[src/rtl/mbox_rx_pkg.sv]
package mbox_rx_pkg;
    localparam int REG_AW = 6;

    localparam logic [REG_AW-1:0] A_HEAD_ID  = 6'h00;
    localparam logic [REG_AW-1:0] A_HEAD_LO  = 6'h04;
    localparam logic [REG_AW-1:0] A_HEAD_HI  = 6'h08;
    localparam logic [REG_AW-1:0] A_POP      = 6'h0C;
    localparam logic [REG_AW-1:0] A_QRESET   = 6'h10;
    localparam logic [REG_AW-1:0] A_STATUS   = 6'h14;
    localparam logic [REG_AW-1:0] A_IRQ_STAT = 6'h18;
    localparam logic [REG_AW-1:0] A_IRQ_MASK = 6'h1C;
    localparam logic [REG_AW-1:0] A_DEPTH    = 6'h24;

    typedef enum logic [1:0] {
        FS_EMPTY,
        FS_PARTIAL,
        FS_FULL
    } fifo_state_e;

    typedef enum logic {
        IRQ_IDLE,
        IRQ_PEND
    } irq_state_e;
endpackage

[src/rtl/mbox_rx_store.sv]
module mbox_rx_store
    import mbox_rx_pkg::*;
#(
    parameter int DEPTH = 8,
    parameter int ID_W  = 3,
    parameter int MSG_W = 64,
    localparam int PW   = (DEPTH > 1) ? $clog2(DEPTH) : 1,
    localparam int EW   = ID_W + MSG_W
) (
    input  logic             clk,
    input  logic             rst_n,
    input  logic             push_valid,
    input  logic [ID_W-1:0]  push_id,
    input  logic [MSG_W-1:0] push_msg,
    input  logic             pop_req,
    input  logic             flush_req,
    output logic [ID_W-1:0]  head_id,
    output logic [MSG_W-1:0] head_msg,
    output logic [PW-1:0]    wr_ptr,
    output logic [PW-1:0]    rd_ptr,
    output logic             full,
    output logic             empty
);
    fifo_state_e state_q, state_d;
    logic [EW-1:0] slots [DEPTH];
    logic [PW-1:0] wr_nxt, rd_nxt;
    logic          push_ok, pop_ok;

    assign full    = (state_q == FS_FULL);
    assign empty   = (state_q == FS_EMPTY);
    assign push_ok = push_valid && !full && !flush_req;
    assign pop_ok  = pop_req && !empty && !flush_req;
    assign wr_nxt  = (wr_ptr == PW'(DEPTH - 1)) ? '0 : wr_ptr + 1'b1;
    assign rd_nxt  = (rd_ptr == PW'(DEPTH - 1)) ? '0 : rd_ptr + 1'b1;

    // Next-state logic of the queue machine
    always_comb begin
        state_d = state_q;
        if (flush_req) begin
            state_d = FS_EMPTY;
        end else begin
            unique case (state_q)
                FS_EMPTY:   if (push_ok) state_d = (wr_nxt == rd_ptr) ? FS_FULL : FS_PARTIAL;
                FS_PARTIAL: begin
                    if (push_ok && !pop_ok && wr_nxt == rd_ptr) state_d = FS_FULL;
                    else if (pop_ok && !push_ok && rd_nxt == wr_ptr) state_d = FS_EMPTY;
                end
                FS_FULL:    if (pop_ok) state_d = (rd_nxt == wr_ptr) ? FS_EMPTY : FS_PARTIAL;
                default:    state_d = FS_EMPTY;
            endcase
        end
    end

    always_ff @(posedge clk or negedge rst_n) begin
        if (!rst_n) begin
            state_q <= FS_EMPTY;
            wr_ptr  <= '0;
            rd_ptr  <= '0;
        end else begin
            state_q <= state_d;
            if (flush_req) begin
                wr_ptr <= '0;
                rd_ptr <= '0;
            end else begin
                if (push_ok) wr_ptr <= wr_nxt;
                if (pop_ok)  rd_ptr <= rd_nxt;
            end
        end
    end

    always_ff @(posedge clk) begin
        if (push_ok) slots[wr_ptr] <= {push_id, push_msg};
    end

    // Output logic: head entry, zero while empty
    always_comb begin
        if (empty) begin
            head_id  = '0;
            head_msg = '0;
        end else begin
            {head_id, head_msg} = slots[rd_ptr];
        end
    end
endmodule

[src/rtl/mbox_rx_irq.sv]
module mbox_rx_irq
    import mbox_rx_pkg::*;
#(
    parameter int MASK_W = 5
) (
    input  logic              clk,
    input  logic              rst_n,
    input  logic              nonempty,
    input  logic              mask_wr,
    input  logic [MASK_W-1:0] mask_wdata,
    input  logic              clr_req,
    output logic [MASK_W-1:0] mask,
    output logic              pend,
    output logic              irq
);
    irq_state_e state_q, state_d;

    // Next-state logic of the interrupt machine
    always_comb begin
        state_d = state_q;
        unique case (state_q)
            IRQ_IDLE: if (nonempty && !mask[0]) state_d = IRQ_PEND;
            IRQ_PEND: if (clr_req) state_d = IRQ_IDLE;
            default:  state_d = IRQ_IDLE;
        endcase
    end

    always_ff @(posedge clk or negedge rst_n) begin
        if (!rst_n) begin
            state_q <= IRQ_IDLE;
            mask    <= '1;
        end else begin
            state_q <= state_d;
            if (mask_wr) mask <= mask_wdata;
        end
    end

    // Output logic
    always_comb begin
        pend = (state_q == IRQ_PEND);
        irq  = pend && !mask[0];
    end
endmodule

[src/rtl/mbox_rx_regs.sv]
module mbox_rx_regs
    import mbox_rx_pkg::*;
#(
    parameter int DEPTH  = 8,
    parameter int ID_W   = 3,
    parameter int MSG_W  = 64,
    parameter int MASK_W = 5,
    localparam int PW    = (DEPTH > 1) ? $clog2(DEPTH) : 1
) (
    input  logic              reg_wen,
    input  logic [REG_AW-1:0] reg_addr,
    input  logic [31:0]       reg_wdata,
    input  logic [ID_W-1:0]   head_id,
    input  logic [MSG_W-1:0]  head_msg,
    input  logic [PW-1:0]     wr_ptr,
    input  logic [PW-1:0]     rd_ptr,
    input  logic              full,
    input  logic              pend,
    input  logic [MASK_W-1:0] mask,
    output logic              pop_req,
    output logic              flush_req,
    output logic              clr_req,
    output logic              mask_wr,
    output logic [31:0]       reg_rdata
);
    assign pop_req   = reg_wen && (reg_addr == A_POP) && reg_wdata[0];
    assign flush_req = reg_wen && (reg_addr == A_QRESET) && (reg_wdata == '0);
    assign clr_req   = reg_wen && (reg_addr == A_IRQ_STAT) && reg_wdata[0];
    assign mask_wr   = reg_wen && (reg_addr == A_IRQ_MASK);

    always_comb begin
        unique case (reg_addr)
            A_HEAD_ID:  reg_rdata = 32'(head_id);
            A_HEAD_LO:  reg_rdata = head_msg[31:0];
            A_HEAD_HI:  reg_rdata = head_msg[63:32];
            A_STATUS:   reg_rdata = {8'(rd_ptr), 8'(wr_ptr), 15'd0, full};
            A_IRQ_STAT: reg_rdata = 32'(pend);
            A_IRQ_MASK: reg_rdata = 32'(mask);
            A_DEPTH:    reg_rdata = 32'(DEPTH - 1);
            default:    reg_rdata = '0;
        endcase
    end
endmodule

[src/rtl/mbox_rx_fifo.sv]
module mbox_rx_fifo
    import mbox_rx_pkg::*;
#(
    parameter int DEPTH  = 8,
    parameter int ID_W   = 3,
    parameter int MSG_W  = 64,
    parameter int MASK_W = 5,
    localparam int PW    = (DEPTH > 1) ? $clog2(DEPTH) : 1
) (
    input  logic              clk,
    input  logic              rst_n,
    input  logic              push_valid,
    input  logic [ID_W-1:0]   push_id,
    input  logic [MSG_W-1:0]  push_msg,
    input  logic              reg_wen,
    input  logic [REG_AW-1:0] reg_addr,
    input  logic [31:0]       reg_wdata,
    output logic [31:0]       reg_rdata,
    output logic              irq
);
    logic [ID_W-1:0]   head_id;
    logic [MSG_W-1:0]  head_msg;
    logic [PW-1:0]     wr_ptr, rd_ptr;
    logic              full, empty, pend;
    logic              pop_req, flush_req, clr_req, mask_wr;
    logic [MASK_W-1:0] mask;

    mbox_rx_store #(.DEPTH(DEPTH), .ID_W(ID_W), .MSG_W(MSG_W)) store_i (
        .clk(clk), .rst_n(rst_n),
        .push_valid(push_valid), .push_id(push_id), .push_msg(push_msg),
        .pop_req(pop_req), .flush_req(flush_req),
        .head_id(head_id), .head_msg(head_msg),
        .wr_ptr(wr_ptr), .rd_ptr(rd_ptr), .full(full), .empty(empty)
    );

    mbox_rx_irq #(.MASK_W(MASK_W)) irq_i (
        .clk(clk), .rst_n(rst_n), .nonempty(!empty),
        .mask_wr(mask_wr), .mask_wdata(reg_wdata[MASK_W-1:0]),
        .clr_req(clr_req), .mask(mask), .pend(pend), .irq(irq)
    );

    mbox_rx_regs #(.DEPTH(DEPTH), .ID_W(ID_W), .MSG_W(MSG_W), .MASK_W(MASK_W)) regs_i (
        .reg_wen(reg_wen), .reg_addr(reg_addr), .reg_wdata(reg_wdata),
        .head_id(head_id), .head_msg(head_msg),
        .wr_ptr(wr_ptr), .rd_ptr(rd_ptr), .full(full), .pend(pend), .mask(mask),
        .pop_req(pop_req), .flush_req(flush_req), .clr_req(clr_req),
        .mask_wr(mask_wr), .reg_rdata(reg_rdata)
    );
endmodule

[config.mk]
export PLATFORM = sky130hd
export DESIGN_NAME = mbox_rx_fifo
export DESIGN_NICKNAME = d
export VERILOG_FILES = /design/src/rtl/mbox_rx_pkg.sv /design/src/rtl/mbox_rx_store.sv /design/src/rtl/mbox_rx_irq.sv /design/src/rtl/mbox_rx_regs.sv /design/src/rtl/mbox_rx_fifo.sv
export SDC_FILE = /design/constraint.sdc
export NUM_CORES = 1
export LEC_CHECK = 0
export BUFFER_PORTS_ARGS = -buffer_cell sky130_fd_sc_hd__buf_4
export CORE_MARGIN = 2
export CORE_UTILIZATION = 50
export CTS_CLUSTER_DIAMETER = 80
export CTS_CLUSTER_SIZE = 12
export DETAILED_ROUTE_END_ITERATION = 16
export GPL_ROUTABILITY_DRIVEN = 0
export GPL_TIMING_DRIVEN = 1
export HOLD_SLACK_MARGIN = 0.02
export PLACE_DENSITY = 0.68
export SLEW_MARGIN = 15
export SYNTH_ARGS = -nofsm -noshare
export SYNTH_HDL_FRONTEND = slang
export SYNTH_HIERARCHICAL = 1
export SYNTH_SLANG_ARGS = --single-unit
[constraint.sdc]
create_clock -name clk -period 8.8 [get_ports clk]
set_input_delay 0.44 -clock clk [delete_from_list [all_inputs] [get_ports clk]]
set_output_delay 0.44 -clock clk [all_outputs]
set_load 0.005 [all_outputs]
==> results of run 1 <==
-- cells by family (layout without fill, tap and decap cells) --
logic type                 count (synthesis)  in the layout  share of synthesized area [%]
muxes                                    213            213                          17.44
xor gates and xnor gates                   4              4                         0.1600
buffers and inverters                     62            239                          1.759
adders and majority gates                  4              4                         0.2285
DFF                                      550            550                          75.10
AOI/OAI and AO/OA                         59             59                          2.096
and+or+nand+nor                          146            146                          3.216
other                                      0              1                              0
-- through the flow --
stage          setup slack (ps)  util, %  cell area, sq um  std cells  power, mW
2_1_floorplan              2135        -             21910       1038      4.038
3_3_place_gp               4567    54.52             23540       1724      4.352
3_5_place_dp               4502    54.52             23540       1724      4.379
4_1_cts                    4097    57.79             24950       1800      6.317
5_1_grt                    3944    57.81             24960       1801      6.496
6_report                   4178    57.81             24960       1801      6.247
-- worst max-delay path by stage --
stage | start | end | slack (ps)
after floorplan | reg_addr[2] | store_i/slots[0][0]$_DFFE_PP_ | 2130
after global placement | reg_addr[1] | store_i/slots[3][28]$_DFFE_PP_ | 4570
after detailed placement | reg_addr[1] | store_i/slots[3][31]$_DFFE_PP_ | 4500
after CTS | store_i/rd_ptr[1]$_DFFE_PN0P_ | reg_rdata[15] | 4100
after global routing | store_i/rd_ptr[1]$_DFFE_PN0P_ | reg_rdata[0] | 3940
final | store_i/rd_ptr[1]$_DFFE_PN0P_ | reg_rdata[15] | 4180
-- registers in the layout (all words and copies together), names as in the netlist --
| signal | cells |
|---|---|
| irq_i/mask | 5 |
| irq_i/pend | 1 |
| store_i/rd_ptr | 3 |
| store_i/slots | 536 |
| store_i/state_q | 2 |
| store_i/wr_ptr | 3 |
-- what timing repair did --
item / 4_1_cts / 5_1_grt
gates resized for setup: 0 / 0
hold buffers: 1 / 0
hold endpoints to repair: 14 / 0
-- cell usage after synthesis (3+ instances only) --
cell,count
nand3_1,6
nor3_1,4
mux2_2,9
buf_6,12
nor2b_1,4
inv_1,4
xnor2_1,3
buf_1,5
a21o_1,8
clkbuf_1,13
mux2i_1,70
nand4_1,3
buf_2,24
nor4_1,7
nand2_1,8
a21oi_1,5
dfstp_2,5
dfrtp_1,9
o211ai_1,4
edfxtp_1,536
o21ai_0,3
nor2_1,85
ha_1,4
a22oi_1,3
mux4_2,134
a22o_1,30
nand2b_1,8
or3_1,5
-- metal layers --
metal | up-vias | GRT usage [%]
met1 | 5643 | 30.04
met3 | 64 | 4.457
li1 | 4591 | -
met5 | - | 0
met4 | 10 | 4.765
met2 | 350 | 34.75
-- power breakdown --
| group | total, mW | internal, mW | switching, mW |
|---|---|---|---|
| clock network | 1.94 | 1.07 | 0.867 |
| registers | 3.38 | 3.27 | 0.117 |
| logic | 0.922 | 0.366 | 0.555 |
-- cell type report --
class                           instances  area (sq um)
Sequential cell                       550         16460
Multi-Input combinational cell        426          5136
Antenna cell                            1         2.502
Clock inverter                          3         28.78
Clock buffer                           72          1376
Inverter                                4         15.01
Tap cell                              585         732.0
Fill cell                            3211         18210
Timing Repair Buffer                  160          1204
==> flow_summary.toml, run 1 <==
[setup_path]
rrSetupSlack_ps = 5480
crit_path_cell_trace = "buf_4, buf_4, mux4_2, mux2i_1, nor2_1, a22o_1, buf_4"
crit_top_cell = "buf_4"
critPathKind = "register to output pin"
cp-start-kind = "register"
critPathSlowestCell = "buf_4"
r2r-end = "store_i/slots[7][46]$_DFFE_PP_"
cp_max_fo = 59
end_kind = "output pin"
critPathRequiredTime_ps = 8360
reg2reg_depth = 5
worstPathArrival_ps = 4180
max_stage_delay_ps = 820
r2r-start = "store_i/state_q[1]$_DFFE_PN0P_"
worst-path-buf-inv = 3
cp.depth = 7
path_delay_family = "buffers and inverters"

[layout]
final_common_cell = "edfxtp_1"
area_growth_pct = 13.93
final_cell_mix = "edfxtp_1 (536), buf_4 (159), mux4_2 (134), nor2_1 (78), mux2i_1 (70)"
nets = 1306
drive_gt1_share_pct = 31.28

[global_route]
grt_overflow = 0
grt_max_degree = 69
antenna_found_initial = 6
grt_pass1_vias = 10860
grt_use_total_pct = 21.31
grt_pass1_wl_mm = 69.90

[clock_tree]
cts_buffer_depth = 3
cts.sinks = 550
clk_latency_ps = 560
cts_max_level = 2
cts.clk_slew.worst_paths_ps = 60
cts_tree = "built"
cts_root_buf = "clkbuf_16"
numCtsBuffers = 51
postCtsSetupRepairBufs = 0

[timing]
tightest_slew_ps = 1102
hold_viol = 0
finClkSkew_ps = 14.20
fin_crit_ps = 4622
setup_viol = 0
rsz0062_at_grt = "false"
setup_tns_ps = 0
slew_violations = 0
max_freq_mhz = 216.3
period_share_pct = 52.52
hold_ws_ps = 102.0
relSlewSlack_pct = 26.38

[run]
drv_cap = 0

[route]
via_count = 10660
dr.max_layer_used = "met5"
first_pass_iters = 7
viasPerCell = 5.918
drt-met1-wl_mm = 20.14
drcViolationCount = 0
wl_met2_mm = 23.22
drt_iter0_markers = 1157
ant_nets = 0
dr_wl_met3_mm = 3.312
wl_per_cell_um = 26.38
wl_mm = 47.52

[pwr]
leakage_nw = 7.929
vdd_drop_max_mv = 0.1519
power_density_nw_per_um2 = 250.3

[hold_path]
hp-class = "input pin to register"
worstHoldEndpoint = "store_i/slots[2][12]$_DFFE_PP_"
holdPathStages = 1
min_from = "push_msg[12]"

[yosys]
syn-mean-instance-area_sq_um = 21.10
syn_area_sq_um = 21910
ys_types = 50
netlist_instances = 1038
post-synth-top-area-cell = "edfxtp_1"
ys.flop_type = "edfxtp_1"
synth_area_leaders = "edfxtp_1 (73%), mux4_2 (14%), mux2i_1 (3.2%)"
ys_warn_count = 6
synthDominantCellAreaShare_pct = 73.47
async_flop_share_pct = 2.545
synth-seq-area-share_pct = 75.10
synth_fp_nets = 1151
ys_ff_latch = 550
synth_edf_count = 536

[placed_design]
dp_hpwl_mm = 27.81
port_buffers = 141

[floorplanning]
die-area_sq_um = 45500
fp.coreArea_sq_um = 43170
initial_core_util_pct = 50.74
io_pins = 142
die_x_um = 213.3
die_h_um = 213.3
rows = 76

[status]
status = "finished, final reports clean"
(Power assumes the default switching activity.)
==> run 2: changes to the inputs <==
- PLACE_DENSITY: 0.68 -> 0.7
- clock period: 8.8 -> 3.86 ns (I/O delays scaled with it)
==> run 2 against run 1 <==
  * Global-route usage increased by 0.68 points
  * Routed wire length increased by 3.2%
  * Total power rose by 130%
  * Clock power grew 130%
  * Flip-flop and latch count unchanged
  * Design area rose by 4.1%
  * Register-to-register slack worse by 4500 ps
  * First-iteration DRC count increased by 6.1%
  * Critical path type unchanged
  * Critical endpoint is now reg_rdata[0]
  * Largest cell class unchanged
==> flow_summary.toml, run 2 (same netlist as run 1, synthesis figures left out) <==
[setup_path]
reg2reg_depth = 5
critPathKind = "register to output pin"
worstPathArrival_ps = 3200
crit_path_cell_trace = "buf_12, buf_4, mux4_2, mux2i_1, nor2_1, nand2b_1, a21oi_1, o21ai_0, o211ai_1, buf_4"
path_delay_family = "multiplexers"
cp_max_fo = 20
rrSetupSlack_ps = 950
cp-start-kind = "register"
worst-path-buf-inv = 3
critPathSlowestCell = "dfrtp_4"
critPathRequiredTime_ps = 3670
max_stage_delay_ps = 700
r2r-start = "store_i/state_q[1]$_DFFE_PN0P_"
end_kind = "output pin"
r2r-end = "store_i/slots[3][49]$_DFFE_PP_"
crit_top_cell = "buf_4"

[hold_path]
holdPathStages = 4
worstHoldEndpoint = "irq_i/pend$_DFF_PN0_"
hp-class = "input pin to register"
min_from = "reg_wen"

[pwr]
p_int_mw = 10.86
vdd_drop_max_mv = 0.3172
power_density_nw_per_um2 = 557.5
p_sw_share_pct = 25.03
power.share.combinational_pct = 16.1
p_sw_mw = 3.627
p_total_mw = 14.49
p_seq_share_pct = 53.2
pwr-share-clk_pct = 30.8
leakage_nw = 8.357

[layout]
fillers = 3106
finish.utilization_pct = 60.21
final_common_cell = "edfxtp_1"
area_growth_pct = 18.65
stdcell_area_sq_um = 25990
largest_register_ffs = 536
nets = 1394
final_cell_mix = "edfxtp_1 (536), buf_4 (159), mux4_2 (134), nor2_1 (78), dlygate4sd3_1 (75)"
layout.cells.non_filler = 1891
largestRegisters = "store_i/slots: 536 flops, irq_i/mask: 5 flops"
top_register = "store_i/slots"
drive_gt1_share_pct = 30.14

[status]
status = "finished, final reports clean"

[placed_design]
dp_cells = 1738
port_buffers = 141
placed_area_sq_um = 23830
dp_slack_ps = 851.5
dp_hpwl_mm = 29.07

[timing]
finClkSkew_ps = 20.11
hold_viol = 0
slew_violations = 0
max_freq_mhz = 294.6
setup_tns_ps = 0
tightest_slew_ps = 1168
relSlewSlack_pct = 22.11
fin_ws_ps = 465.6
setup_viol = 0
fin_crit_ps = 3394
hold_ws_ps = 100.1
rsz0062_at_grt = "false"
period_share_pct = 87.94

[route]
wl_per_cell_um = 25.94
wl_mm = 49.05
dr_wl_met3_mm = 3.748
drt-met1-wl_mm = 20.44
via_count = 11170
dr.max_layer_used = "met5"
viasPerCell = 5.907
drcViolationCount = 0
first_pass_iters = 7
ant_nets = 0
wl_met2_mm = 23.82
drt_iter0_markers = 1228

[global_route]
grt_use_total_pct = 21.99
grt_max_degree = 68
antenna_found_initial = 6
grt_overflow = 0
grt_pass1_wl_mm = 71.96
grt_pass1_vias = 11330

[run]
drv_cap = 0

[floorplanning]
die-area_sq_um = 45500
die_x_um = 213.3
fp.coreArea_sq_um = 43170
die_h_um = 213.3
initial_core_util_pct = 50.74
io_pins = 142
rows = 76

[clock_tree]
clk_latency_ps = 590
cts.sinks = 550
cts_max_level = 2
numCtsBuffers = 51
cts_root_buf = "clkbuf_16"
cts_buffer_depth = 3
cts_tree = "built"
postCtsSetupRepairBufs = 0
cts.clk_slew.worst_paths_ps = 60
-- run 2: cell types whose count changed in the layout (fill, tap and decap cells not counted), sizes merged --
cell | previous run | this run
dlygate4sd3 | 1 | 75
buf | 159 | 173
clkbuf | 72 | 73
diode | 1 | 2
-- run 2: layout make-up --
type                       instances  area (sq um)  share of cell area [%]
antenna                            2         5.005                 0.01925
tap                              585         732.0                   2.816
clock inverter                     3         28.78                  0.1107
inverter                           4         15.01                 0.05776
sequential                       550         16460                   63.34
timing repair buffer             248          2225                   8.559
clock buffer                      73          1380                   5.310
multi-input combinational        426          5144                   19.79
-- run 2: tightest hold or removal path, cell delays in order --
cell    delay (ps)
buf_4          120
and4_1         170
inv_1           50
a22o_1         120
-- run 2: timing repair --
item	CTS	global route
resized for setup	0	0
endpoints found under the hold margin	557	0
hold buffers	75	0
-- run 2: per-layer routing --
layer  up-vias  global-route usage (%)
met3        71                   4.883
met1      5883                   30.85
met4        10                   5.771
met5         -                       0
met2       436                   35.41
li1       4770                       -
-- run 2: how the worst max path moves through the flow --
stage                                  start                              to  slack, ps  cells past startpoint
2_1_floorplan                    reg_addr[2]   store_i/slots[2][0]$_DFFE_PP_       -740                      7
3_3_place_gp                     reg_addr[1]  store_i/slots[7][10]$_DFFE_PP_        880                     10
3_5_place_dp                     reg_addr[1]  store_i/slots[7][10]$_DFFE_PP_        850                     10
4_1_cts        store_i/rd_ptr[0]$_DFFE_PN0P_                   reg_rdata[11]        410                      8
5_1_grt        store_i/rd_ptr[0]$_DFFE_PN0P_                    reg_rdata[0]        290                     10
6_report       store_i/rd_ptr[0]$_DFFE_PN0P_                    reg_rdata[0]        470                     10
-- run 2: power groups by stage --
stage / registers [mW] / clock network (mW) / logic [mW]
finish: 7.70 / 4.46 / 2.33
detailed placement: 7.82 / 0 / 2.28
global route: 7.76 / 4.78 / 2.49
CTS: 7.70 / 4.56 / 2.36
floorplan: 7.75 / 0 / 1.44
global placement: 7.78 / 0 / 2.26
==> run 3: changes to the inputs <==
--- a/config.mk
+++ b/config.mk
@@ -7,2 +7,3 @@
 export LEC_CHECK = 0
+export ABC_AREA = 1
 export BUFFER_PORTS_ARGS = -buffer_cell sky130_fd_sc_hd__buf_4
--- a/constraint.sdc
+++ b/constraint.sdc
@@ -3,2 +3,2 @@
 set_output_delay 0.193 -clock clk [all_outputs]
-set_load 0.005 [all_outputs]
+set_load 0.05 [all_outputs]
==> run 3 against run 2 <==
  * First-iteration DRC count rose by 49%
  * Largest power group unchanged
  * Final cell count grew 40%
  * Critical path depth shrank 2
  * Non-clock buffer count increased by 14
  * Core utilization is 0.89 points lower
  * Design area is 1.4% higher
  * Global-route usage grew 2.3 points
==> flow_summary.toml, run 3 <==
[global_route]
grt_max_degree = 139
antenna_found_initial = 2
grt_use_total_pct = 24.33
grt_pass1_vias = 14970
grt_overflow = 0
grt_pass1_wl_mm = 86.33

[placed_design]
port_buffers = 141
dp_cells = 2509
dp_slack_ps = 1066
dp_hpwl_mm = 33.13

[clock_tree]
clk_latency_ps = 590
cts_tree = "built"
ctsResizeCount = 0
numCtsBuffers = 51
cts_hold_buffers = 76
cts_max_level = 2
cts_root_buf = "clkbuf_16"
cts_buffer_depth = 3
postCtsSetupRepairBufs = 0
cts.sinks = 550
cts.clk_slew.worst_paths_ps = 70

[setup_path]
critPathRequiredTime_ps = 3670
startpoint = "store_i/rd_ptr[0]$_DFFE_PN0P_"
end_kind = "output pin"
cp-start-kind = "register"
critPathKind = "register to output pin"
r2r-start = "store_i/rd_ptr[0]$_DFFE_PN0P_"
reg2reg_depth = 11
worstPathArrival_ps = 3260
cp_max_fo = 53
r2r-end = "store_i/state_q[0]$_DFFE_PN0P_"
rrSetupSlack_ps = 1490

[run]
drv_cap = 0

[layout]
largestRegisters = "store_i/slots: 536 flops, irq_i/mask: 5 flops"
nets = 2159
area_growth_pct = 16.82
final_common_cell = "edfxtp_1"
layout.cells.non_filler = 2650
drive_gt1_share_pct = 13.17
final_cell_mix = "edfxtp_1 (536), nor2_1 (447), o21ai_0 (253), buf_4 (171), nand2_1 (145)"
largest_register_ffs = 536
finish.utilization_pct = 59.32
top_register = "store_i/slots"

[status]
status = "finished, final reports clean"

[route]
ant_nets = 0
viasPerCell = 5.852
first_pass_iters = 8
drcViolationCount = 0
wl_per_cell_um = 21.88
via_count = 15510
wl_mm = 57.99
drt_iter0_markers = 1826

[yosys]
post-synth-top-area-cell = "edfxtp_1"
netlist_instances = 1849
ys_warn_count = 6
synthDominantCellAreaShare_pct = 71.37
synth_edf_count = 536
syn_area_sq_um = 22550
synth_fp_nets = 1962
syn-mean-instance-area_sq_um = 12.20
yosys-top-cells-count = "edfxtp_1 (536), nor2_1 (455), o21ai_0 (253)"
synth_area_leaders = "edfxtp_1 (71%), nor2_1 (7.6%), o21ai_0 (5.6%)"
synth-seq-area-share_pct = 72.95
ys_types = 31
ys.flop_type = "edfxtp_1"
async_flop_share_pct = 2.545
ys_ff_latch = 550
yosysMostFrequentCell = "edfxtp_1"

[floorplanning]
die-area_sq_um = 46820
initial_core_util_pct = 50.78
die_x_um = 216.4
rows = 77
io_pins = 142
die_h_um = 216.4
fp.coreArea_sq_um = 44410

[timing]
fin_ws_ps = 411.0
rsz0062_at_grt = "false"
setup_viol = 0
finClkSkew_ps = 15.55
max_freq_mhz = 289.9
relSlewSlack_pct = 31.15
fin_crit_ps = 3449
slew_violations = 0
hold_viol = 0
period_share_pct = 89.35
tightest_slew_ps = 1030

[hold_path]
min_from = "reg_addr[5]"
worstHoldEndpoint = "irq_i/pend$_DFF_PN0_"
hp-class = "input pin to register"
holdPathStages = 7

[pwr]
leakage_nw = 9.110
vdd_drop_max_mv = 0.3313
power_density_nw_per_um2 = 570.2
[run 3: cell count changes after synthesis, sizes merged, moves of 9 or more]
cell,previous run,this run
mux4,134,0
a22o,30,0
buf,44,61
inv,4,45
o21ai,5,344
nand3,6,32
nand2,8,145
clkbuf,14,57
o22ai,0,138
mux2,9,0
nor2,87,461
mux2i,70,0
[run 3: cell families (layout without fill, tap and decap cells)]
family | Yosys count | in the layout | synth area share (%)
other | 0 | 1 | 0
flip-flops | 550 | 550 | 72.95
AND/OR/NAND/NOR | 645 | 645 | 11.13
adder cells (fa/ha/maj) | 4 | 4 | 0.2219
buffers and inverters | 163 | 371 | 4.039
XOR/XNOR | 3 | 3 | 0.1165
AO/OA/AOI/OAI | 484 | 484 | 11.55
[run 3: how the worst max path moves through the flow]
stage | end | slack (ps) | cells past startpoint
after floorplan | store_i/slots[0][0]$_DFFE_PP_ | -420 | 11
after CTS | reg_rdata[30] | 510 | 8
after global routing | reg_rdata[7] | 360 | 8
after global placement | store_i/slots[3][14]$_DFFE_PP_ | 1160 | 13
after detailed placement | store_i/slots[3][6]$_DFFE_PP_ | 1070 | 13
final | reg_rdata[7] | 410 | 8
[run 3: layout make-up]
class / count / area (sq um)
clock inverter: 3 / 28.78
fill: 3418 / 18070
tap: 592 / 740.7
inverter: 45 / 182.7
antenna: 1 / 2.502
timing repair buffer: 262 / 2345
multi-input combinational: 1136 / 5250
sequential: 550 / 16460
clock buffer: 61 / 1335
[run 3: metal layers]
| layer | global-route usage, % | wire, um | part of all wire (%) |
|---|---|---|---|
| met1 | 32.96 | 23300 | 40 |
| met2 | 39.03 | 27100 | 47 |
| met3 | 4.239 | 5529 | 9.5 |
| met4 | 10.57 | 2062 | 3.6 |
| met5 | 0 | 0 | 0 |
[run 3: worst max-delay path: stages, from the launching register on]
cell	delay (ps)
dfrtp_4	700
buf_4	560
o21ai_0	230
o22ai_1	250
o21ai_1	90
nor2_1	340
nand2_1	120
nand2_1	150
buf_4	210
[run 3: report_power, final]
part | switching, mW | internal, mW
registers | 0.183 | 7.31
clock network | 2.03 | 2.40
logic | 2.16 | 0.937
total | 4.37 | 10.6
[run 3: through the flow]
stage	area, sq um	setup TNS (ps)	hold WS [ps]	power, mW
floorplan	22550	-227300	-102.6	9.546
global placement	24220	0	56.41	10.53
detailed placement	24220	0	56.21	10.60
CTS	26340	0	72.00	15.05
global route	26350	0	141.7	15.60
finish	26350	0	114.6	15.02
